`config.mk`:
```
export PLATFORM = sky130hd
export DESIGN_NAME = ramp_dac_timer
export DESIGN_NICKNAME = d
export VERILOG_FILES = /design/src/rtl/ramp_dac_timer.sv
export SDC_FILE = /design/constraint.sdc
export NUM_CORES = 1
export LEC_CHECK = 0
export BUFFER_PORTS_ARGS = -buffer_cell sky130_fd_sc_hd__buf_2
export CORE_ASPECT_RATIO = 1.5
export CORE_UTILIZATION = 60
export CTS_BUF_LIST = sky130_fd_sc_hd__clkbuf_16
export DETAILED_ROUTE_END_ITERATION = 10
export PLACE_DENSITY = 0.8
export SYNTH_ARGS = -nofsm -noshare
export SYNTH_HDL_FRONTEND = slang
export SYNTH_SLANG_ARGS = --single-unit
```
`constraint.sdc`:
```
create_clock -name clk -period 3.8 [get_ports clk]
set_input_delay 0.38 -clock clk [delete_from_list [all_inputs] [get_ports clk]]
set_output_delay 0.38 -clock clk [all_outputs]
set_load 0.05 [all_outputs]
```
`src/rtl/ramp_dac_timer.sv`:
```
module ramp_dac_timer #(
  parameter int TICK_DIV    = 4,
  parameter int PERIOD      = 1200,
  parameter int RAMP_LOW_AT = 1170,
  parameter int CODE_W      = 10,
  parameter int CODE_OFS    = 88,
  parameter int STB_TICKS   = 24,
  parameter int NCH         = 3
) (
  input  logic                  clk,
  input  logic                  rst,
  input  logic [NCH-1:0]        wr_en,
  input  logic [NCH*CODE_W-1:0] wr_data,
  output logic                  ramp_run,
  output logic [NCH-1:0]        cmp_out,
  output logic [NCH-1:0]        smp_stb
);
  localparam int CW = $clog2(PERIOD);
  localparam int PW = (TICK_DIV > 1) ? $clog2(TICK_DIV) : 1;
  localparam int XW = CW + 1;

  logic [PW-1:0] pre;
  logic [CW-1:0] cnt;
  logic          active;
  logic          tick;
  logic          wrap;
  logic          en;
  logic [NCH-1:0][CODE_W-1:0] pend;
  logic [NCH-1:0][CODE_W-1:0] live;

  assign tick = (pre == PW'(TICK_DIV - 1));
  assign wrap = tick && (cnt == CW'(PERIOD - 1));
  assign en   = active && !rst;

  always_ff @(posedge clk) begin
    if (rst) begin
      pre    <= '0;
      cnt    <= '0;
      active <= 1'b0;
    end else begin
      active <= 1'b1;
      pre    <= tick ? '0 : pre + 1'b1;
      if (tick) cnt <= wrap ? '0 : cnt + 1'b1;
    end
  end

  assign ramp_run = en && (cnt < CW'(RAMP_LOW_AT));

  for (genvar i = 0; i < NCH; i++) begin : g_ch
    logic [XW-1:0] fall_at;
    logic [XW-1:0] stb_end;

    always_ff @(posedge clk) begin
      if (rst) begin
        pend[i] <= '0;
        live[i] <= '0;
      end else begin
        if (wr_en[i]) pend[i] <= wr_data[i*CODE_W +: CODE_W];
        if (wrap)     live[i] <= pend[i];
      end
    end

    assign fall_at    = XW'(live[i]) + XW'(CODE_OFS);
    assign stb_end    = fall_at + XW'(STB_TICKS);
    assign cmp_out[i] = en && ({1'b0, cnt} < fall_at);
    assign smp_stb[i] = en && ({1'b0, cnt} >= fall_at) && ({1'b0, cnt} < stb_end);
  end
endmodule

```
==> impl_metrics.py, run 1 <==
metrics = {
    "status": {
        "status": "complete, no violations",
    },
    "cts": {
        "cts_tree": "built",
        "cts_max_path_buffers": 2,
        "cts.reportedPaths.clkPinSlew_ns": 0.06,
        "clk-insertion-delay-late_ns": 0.34,
        "cts_buffers": 9,
        "clock_sinks": 74,
        "htreeDepth": 3,
        "cts-root-buf": "clkbuf_16",
    },
    "cells_and_area": {
        "drive_gt1_share_pct": 12.50,
        "fin_nets": 699,
        "diodes": 0,
        "area.growth.synth_to_final_pct": 12.63,
        "final_cells": 702,
    },
    "timing": {
        "setup_viol": 0,
        "clock_skew_ns": 0.005648,
        "maxSlewHeadroom_pct": 54.81,
        "finalCritPeriodShare_pct": 96.55,
        "worst_pin_slew_ns": 0.6771,
        "period_needed_ns": 3.669,
        "slew_viol_final": 0,
        "hold_viol_final": 0,
        "hold_ws_ns": 0.2503,
        "fmax_mhz": 272.6,
    },
    "critical_path": {
        "start_kind": "flip-flop",
        "reg2reg_depth": 6,
        "cpPeakStageDelay_ns": 0.42,
        "path_class": "reg -> out",
        "slowest_stage": "dfxtp_1",
        "cp.required_ns": 3.42,
        "path_max_fanout": 5,
        "reg2reg_slack_ns": 1.29,
        "crit_chain": "inv_1 -> ha_1 -> nor3b_1 -> a21oi_1 -> nor4_2 -> o21a_1 -> xor2_1 -> ha_1 -> nand2_1 -> nor2_1 -> a2111oi_1 -> o221a_2 -> clkbuf_4",
        "end_kind": "output pin",
        "r2r_start": "cnt[1]",
        "path_common_cell": "ha_1",
        "cpLargestDelayFamily": "compound AO/OA/AOI/OAI gates",
        "critPathBufInv": 2,
        "path_depth": 13,
        "cp.arrival_ns": 3.29,
        "r2r-end": "cnt[5]",
    },
    "placement": {
        "dp.cells": 685,
        "place_congestion": 0.9267,
        "io_buffers": 41,
        "post-dp-hpwl_mm": 7.626,
    },
    "synth": {
        "asyncSetResetFlopFracSynth_pct": 0,
        "synth_edf_count": 0,
        "ys.flop_type": "dfxtp_1",
        "avgSynthCellArea_sq_um": 8.475,
        "yosysTopAreaCell": "dfxtp_1",
        "synth_cell_type_count": 46,
        "synth-seq-cells": 74,
        "synthCells": 560,
        "synthesis.area_sq_mm": 0.004746,
        "yosys_warnings": 0,
        "synth.area.top_cells": "dfxtp_1 31%, ha_1 18%, mux2i_1 6.5%, nand2_1 6.2%, a21oi_1 5.2%",
        "yosysSeqAreaShare_pct": 31.22,
        "synth_top_area_share_pct": 31.22,
        "syn_nets": 664,
    },
    "grt": {
        "antenna_found_initial": 0,
        "grt_max_degree": 67,
        "grtUsageTotal_pct": 27.27,
        "met1_usage_pct": 28.44,
        "grt_pass1_wl_mm": 17.60,
        "grt-ovfl-total": 0,
        "top_usage_layer": "met2",
        "use_met3_pct": 4.818,
        "gr-usage-met2_pct": 49.19,
        "grt_pass1_vias": 4161,
    },
    "routing": {
        "num_vias": 4069,
        "dr.pass1.iters": 4,
        "avgViaCountPerCell": 5.796,
        "drt_iter0_drc": 208,
        "drtAntennaViolNets": 0,
        "drt-wirelength-per-cell_um": 14.80,
        "finalWirelength_mm": 10.39,
        "route.detailed.drc": 0,
    },
    "power": {
        "vdd.ir_drop.worst_mv": 0.3263,
        "finalPower_uw": 1728,
        "p_leak_uw": 0.002338,
        "power_density_mw_per_mm2": 323.3,
    },
    "floorplanning": {
        "row_count": 39,
        "io_pins": 42,
        "core_sq_mm": 0.007661,
        "die_x_um": 74.62,
        "die_area_sq_mm": 0.008277,
        "fp.dieH_um": 110.9,
        "start_util_pct": 61.95,
    },
    "worst_hold_path": {
        "holdCritStartpoint": "rst",
        "min_path_type": "in -> reg",
        "worstHoldEndpoint": "active",
        "worstHoldPathCells": 2,
    },
    "job": {
        "drv_cap": 0,
    },
}
==> kinds of logic after synthesis <==
| logic type | share of synthesized area (%) |
|---|---|
| simple gates | 18.40 |
| mux | 6.538 |
| fa+ha+maj | 18.19 |
| buf+inv | 4.245 |
| xor+xnor | 6.960 |
| compound gates | 14.45 |
| flops | 31.22 |
==> placed cells by master, fill, tap and decap left out, types with 11 or more instances in the layout <==
cell type	instances
nor3_1	11
xor2_1	19
buf_2	38
nor2_1	57
nand2_1	79
dfxtp_1	70
ha_1	69
inv_1	28
xnor2_1	15
a21oi_1	47
o21ai_0	18
nand3_1	12
mux2i_1	31
==> sequential cells by signal, indices dropped and copies added, names as in the netlist <==
| name | cells |
|---|---|
| live | 30 |
| pend | 30 |
| cnt | 11 |
| pre | 2 |
| active | 1 |
==> per-stage QoR <==
| stage | setup WS, ns | setup TNS [ns] | utilization (%) | area, sq um |
|---|---|---|---|---|
| floorplan | 0.7277 | 0 | - | 4746 |
| global placement | 0.5215 | 0 | 65.23 | 4997 |
| detailed placement | 0.3974 | 0 | 65.23 | 4997 |
| CTS | 0.02347 | 0 | 69.12 | 5295 |
| global route | -0.001307 | -0.001307 | 69.77 | 5345 |
| finish | 0.1310 | 0 | 69.77 | 5345 |
==> metal layers <==
layer | vias to the layer above | part of all wire (%)
li1 | 2032 | -
met1 | 1910 | 40
met2 | 93 | 53
met3 | 34 | 4.0
met4 | 0 | 3.3
met5 | - | 0
==> power by group <==
| part | total, uW | switching, uW | internal (uW) |
|---|---|---|---|
| logic | 92.4 | 51.5 | 41.0 |
| clock network | 825 | 319 | 506 |
| registers | 811 | 12.6 | 799 |
==> cells in the mapped netlist (all sizes together), types with 2 or more instances <==
library cell	count
nand4	8
or2	2
nor2b	3
inv	28
a211oi	6
a41o	2
o41a	2
xnor2	17
o21ai	18
o221a	3
nor3b	2
nor2	57
a2111oi	3
nand2b	4
buf	14
a21oi	51
dfxtp	74
ha	69
o21a	5
nand2	79
nand3	13
o31ai	4
nand3b	9
mux2i	31
xor2	19
clkbuf	6
o211ai	3
o211a	3
nor3	11
and4	2
a21boi	3
==> cell type report <==
class                      count  area [sq um]
clock buffer                   9         225.2
clock inverter                 7         68.82
tap                          102         127.6
sequential                    74          1489
fill                         641          2316
multi-input combinational    438          3094
timing repair buffer          44         235.2
inverter                      28         105.1
==> timing repair <==
action / in CTS / in global routing
setup endpoints to repair: 1 / 3
pin swaps: 0 / 2
resized for setup: 1 / 15
hold buffers: 0 / 0
setup buffers: 0 / 1
==> how the worst max path moves through the flow <==
stage                            end  slack (ns)      from
after floorplan           smp_stb[1]        0.73  live[14]
after global placement    smp_stb[1]        0.52  live[13]
after detailed placement  smp_stb[1]        0.40  live[13]
after CTS                 smp_stb[0]        0.02   live[3]
after global routing      smp_stb[0]      -0.001   live[4]
final                     smp_stb[0]        0.13   live[4]
Power figures use the tool's default switching activity.
==> run 2, diff against run 1 <==
Settings changed: REMOVE_ABC_BUFFERS set to 1.
==> run 2 against run 1 <==
  * Sequential power hardly changed
  * Worst hold slack worse by 0.0099 ns
  * Critical path type unchanged
  * Count of clock-buffer cells in the layout is the same
  * Largest power group is now sequential cells
  * Worst setup slack gained 0.057 ns
  * Core utilization fell by 0.23 points
  * Clock skew shrank 0.0014 ns
==> impl_metrics.py, run 2 (same netlist as run 1, synthesis figures left out) <==
metrics = {
    "routing": {
        "dr.pass1.iters": 4,
        "route.detailed.drc": 0,
        "finalWirelength_mm": 10.53,
        "top_layer": "met4",
        "wl_met3_um": 450,
        "drtAntennaViolNets": 0,
        "m1WireLength_mm": 4.230,
        "avgViaCountPerCell": 5.745,
        "drt-wirelength-per-cell_um": 14.99,
        "drt_iter0_drc": 192,
        "num_vias": 4033,
        "dr_wl_met2_mm": 5.509,
    },
    "critical_path": {
        "path_class": "reg -> out",
        "cp.arrival_ns": 3.23,
        "path_common_cell": "ha_1",
        "start_kind": "flip-flop",
        "crit_chain": "inv_1 -> ha_1 -> a21oi_4 -> xnor2_2 -> nand2_1 -> or2_1 -> o41a_1 -> ha_1 -> o21ai_0 -> nor3_1 -> a211oi_1 -> o221a_2 -> buf_4",
        "critPathBufInv": 2,
        "reg2reg_slack_ns": 1.48,
        "slowest_stage": "o41a_1",
        "cpLargestDelayFamily": "compound AO/OA/AOI/OAI gates",
        "end_kind": "output pin",
        "path_max_fanout": 4,
        "cpPeakStageDelay_ns": 0.38,
        "cp.required_ns": 3.42,
    },
    "cells_and_area": {
        "regArea_sq_mm": 0.001486,
        "largestRegisters": "live: 30 flops, pend: 30 flops, cnt: 11 flops",
        "diodes": 0,
        "fin_area_sq_mm": 0.005328,
        "multi_input_area_sq_mm": 0.003103,
        "final_core_util_pct": 69.54,
        "area.growth.synth_to_final_pct": 12.26,
        "final_cells": 702,
        "fin_nets": 699,
        "layout_commonest_cell": "nand2_1",
        "drive_gt1_share_pct": 12.67,
        "mostFrequentLayoutCells": "79 x nand2_1, 70 x dfxtp_1, 69 x ha_1",
        "fillCellCount": 654,
    },
    "timing": {
        "period_needed_ns": 3.612,
        "worst_pin_slew_ns": 0.6823,
        "finalCritPeriodShare_pct": 95.05,
        "hold_viol_final": 0,
        "fmax_mhz": 276.9,
        "slew_viol_final": 0,
        "setup_viol": 0,
        "maxSlewHeadroom_pct": 54.51,
        "clock_skew_ns": 0.004286,
    },
    "cts": {
        "clk-insertion-delay-late_ns": 0.33,
        "clock_sinks": 74,
        "htreeDepth": 3,
        "cts.reportedPaths.clkPinSlew_ns": 0.06,
        "cts_hold_buf": 0,
        "cts_max_path_buffers": 2,
        "cts_buffers": 9,
        "cts-root-buf": "clkbuf_16",
        "cts_resized": 0,
        "post-cts-setup-buffers": 0,
        "cts_tree": "built",
    },
    "placement": {
        "dp.cells": 686,
        "io_buffers": 41,
        "place_congestion": 0.9623,
        "dpl_cell_area_sq_mm": 0.005005,
        "post-dp-hpwl_mm": 7.757,
    },
    "floorplanning": {
        "io_pins": 42,
        "die_x_um": 74.62,
        "die_area_sq_mm": 0.008277,
        "row_count": 39,
        "fp.dieH_um": 110.9,
        "start_util_pct": 61.95,
        "core_sq_mm": 0.007661,
    },
    "grt": {
        "grt_max_degree": 67,
        "grt_pass1_vias": 4050,
        "grt-ovfl-total": 0,
        "grt_pass1_wl_mm": 17.51,
        "antenna_found_initial": 0,
        "grtUsageTotal_pct": 27.29,
    },
    "power": {
        "vdd.ir_drop.worst_mv": 0.2606,
        "power_density_mw_per_mm2": 313.8,
        "p_leak_uw": 0.002323,
    },
    "job": {
        "drv_cap": 0,
    },
    "worst_hold_path": {
        "min_path_type": "in -> reg",
    },
    "status": {
        "status": "complete, no violations",
    },
}
==> run 2: cell count changes in the layout (fill, tap and decap cells not counted), sizes merged <==
cell	change
bufinv	-1
clkinvlp	+1
==> run 2: path summary, 6_finish.rpt <==
check                           startpoint    endpoint  cells past startpoint
worst max-delay path              live[14]  smp_stb[1]                     13
worst min-delay path                   rst      active                      2
worst max register to register      cnt[1]      cnt[1]                      7
worst min register to register      pre[0]      pre[0]                      1
==> run 2: stage by stage <==
step	setup TNS [ns]	power (uW)	hold slack, ns	worst slack [ns]
2_1_floorplan	0	873.8	0.4003	0.7277
3_3_place_gp	0	917.3	0.4118	0.5327
3_5_place_dp	0	922.1	0.4222	0.4074
4_1_cts	0	1691	0.2292	0.01901
5_1_grt	-0.01243	1730	0.2430	-0.01243
6_report	0	1672	0.2404	0.1882
==> run 2: per-layer routing <==
metal,track usage [%],vias up
met5,0,-
met4,12.20,0
met3,4.636,30
met2,48.47,96
met1,30.49,1884
li1,-,2023
==> run 2: worst register-to-register path, cell delays in order, from the launching register on <==
cell and delay, ns:
dfxtp_1 0.51, ha_1 0.23, and4_1 0.29, and2_1 0.24, nand3_2 0.36, buf_4 0.36, nand3_1 0.12, a21oi_1 0.07
==> run 2: report_power, final <==
| group | internal, uW | switching, uW |
|---|---|---|
| clock network | 439 | 329 |
| registers | 799 | 11.8 |
| logic | 40.9 | 52.5 |
==> run 2: area by class of cell <==
cell class | instances | share of cell area (%)
multi-input cells | 438 | 58.24
flip-flops and latches | 74 | 27.90
repair buffers | 44 | 4.415
clock buffers | 9 | 4.227
well taps | 102 | 2.395
inverters | 28 | 1.973
clock inverters | 7 | 0.8455
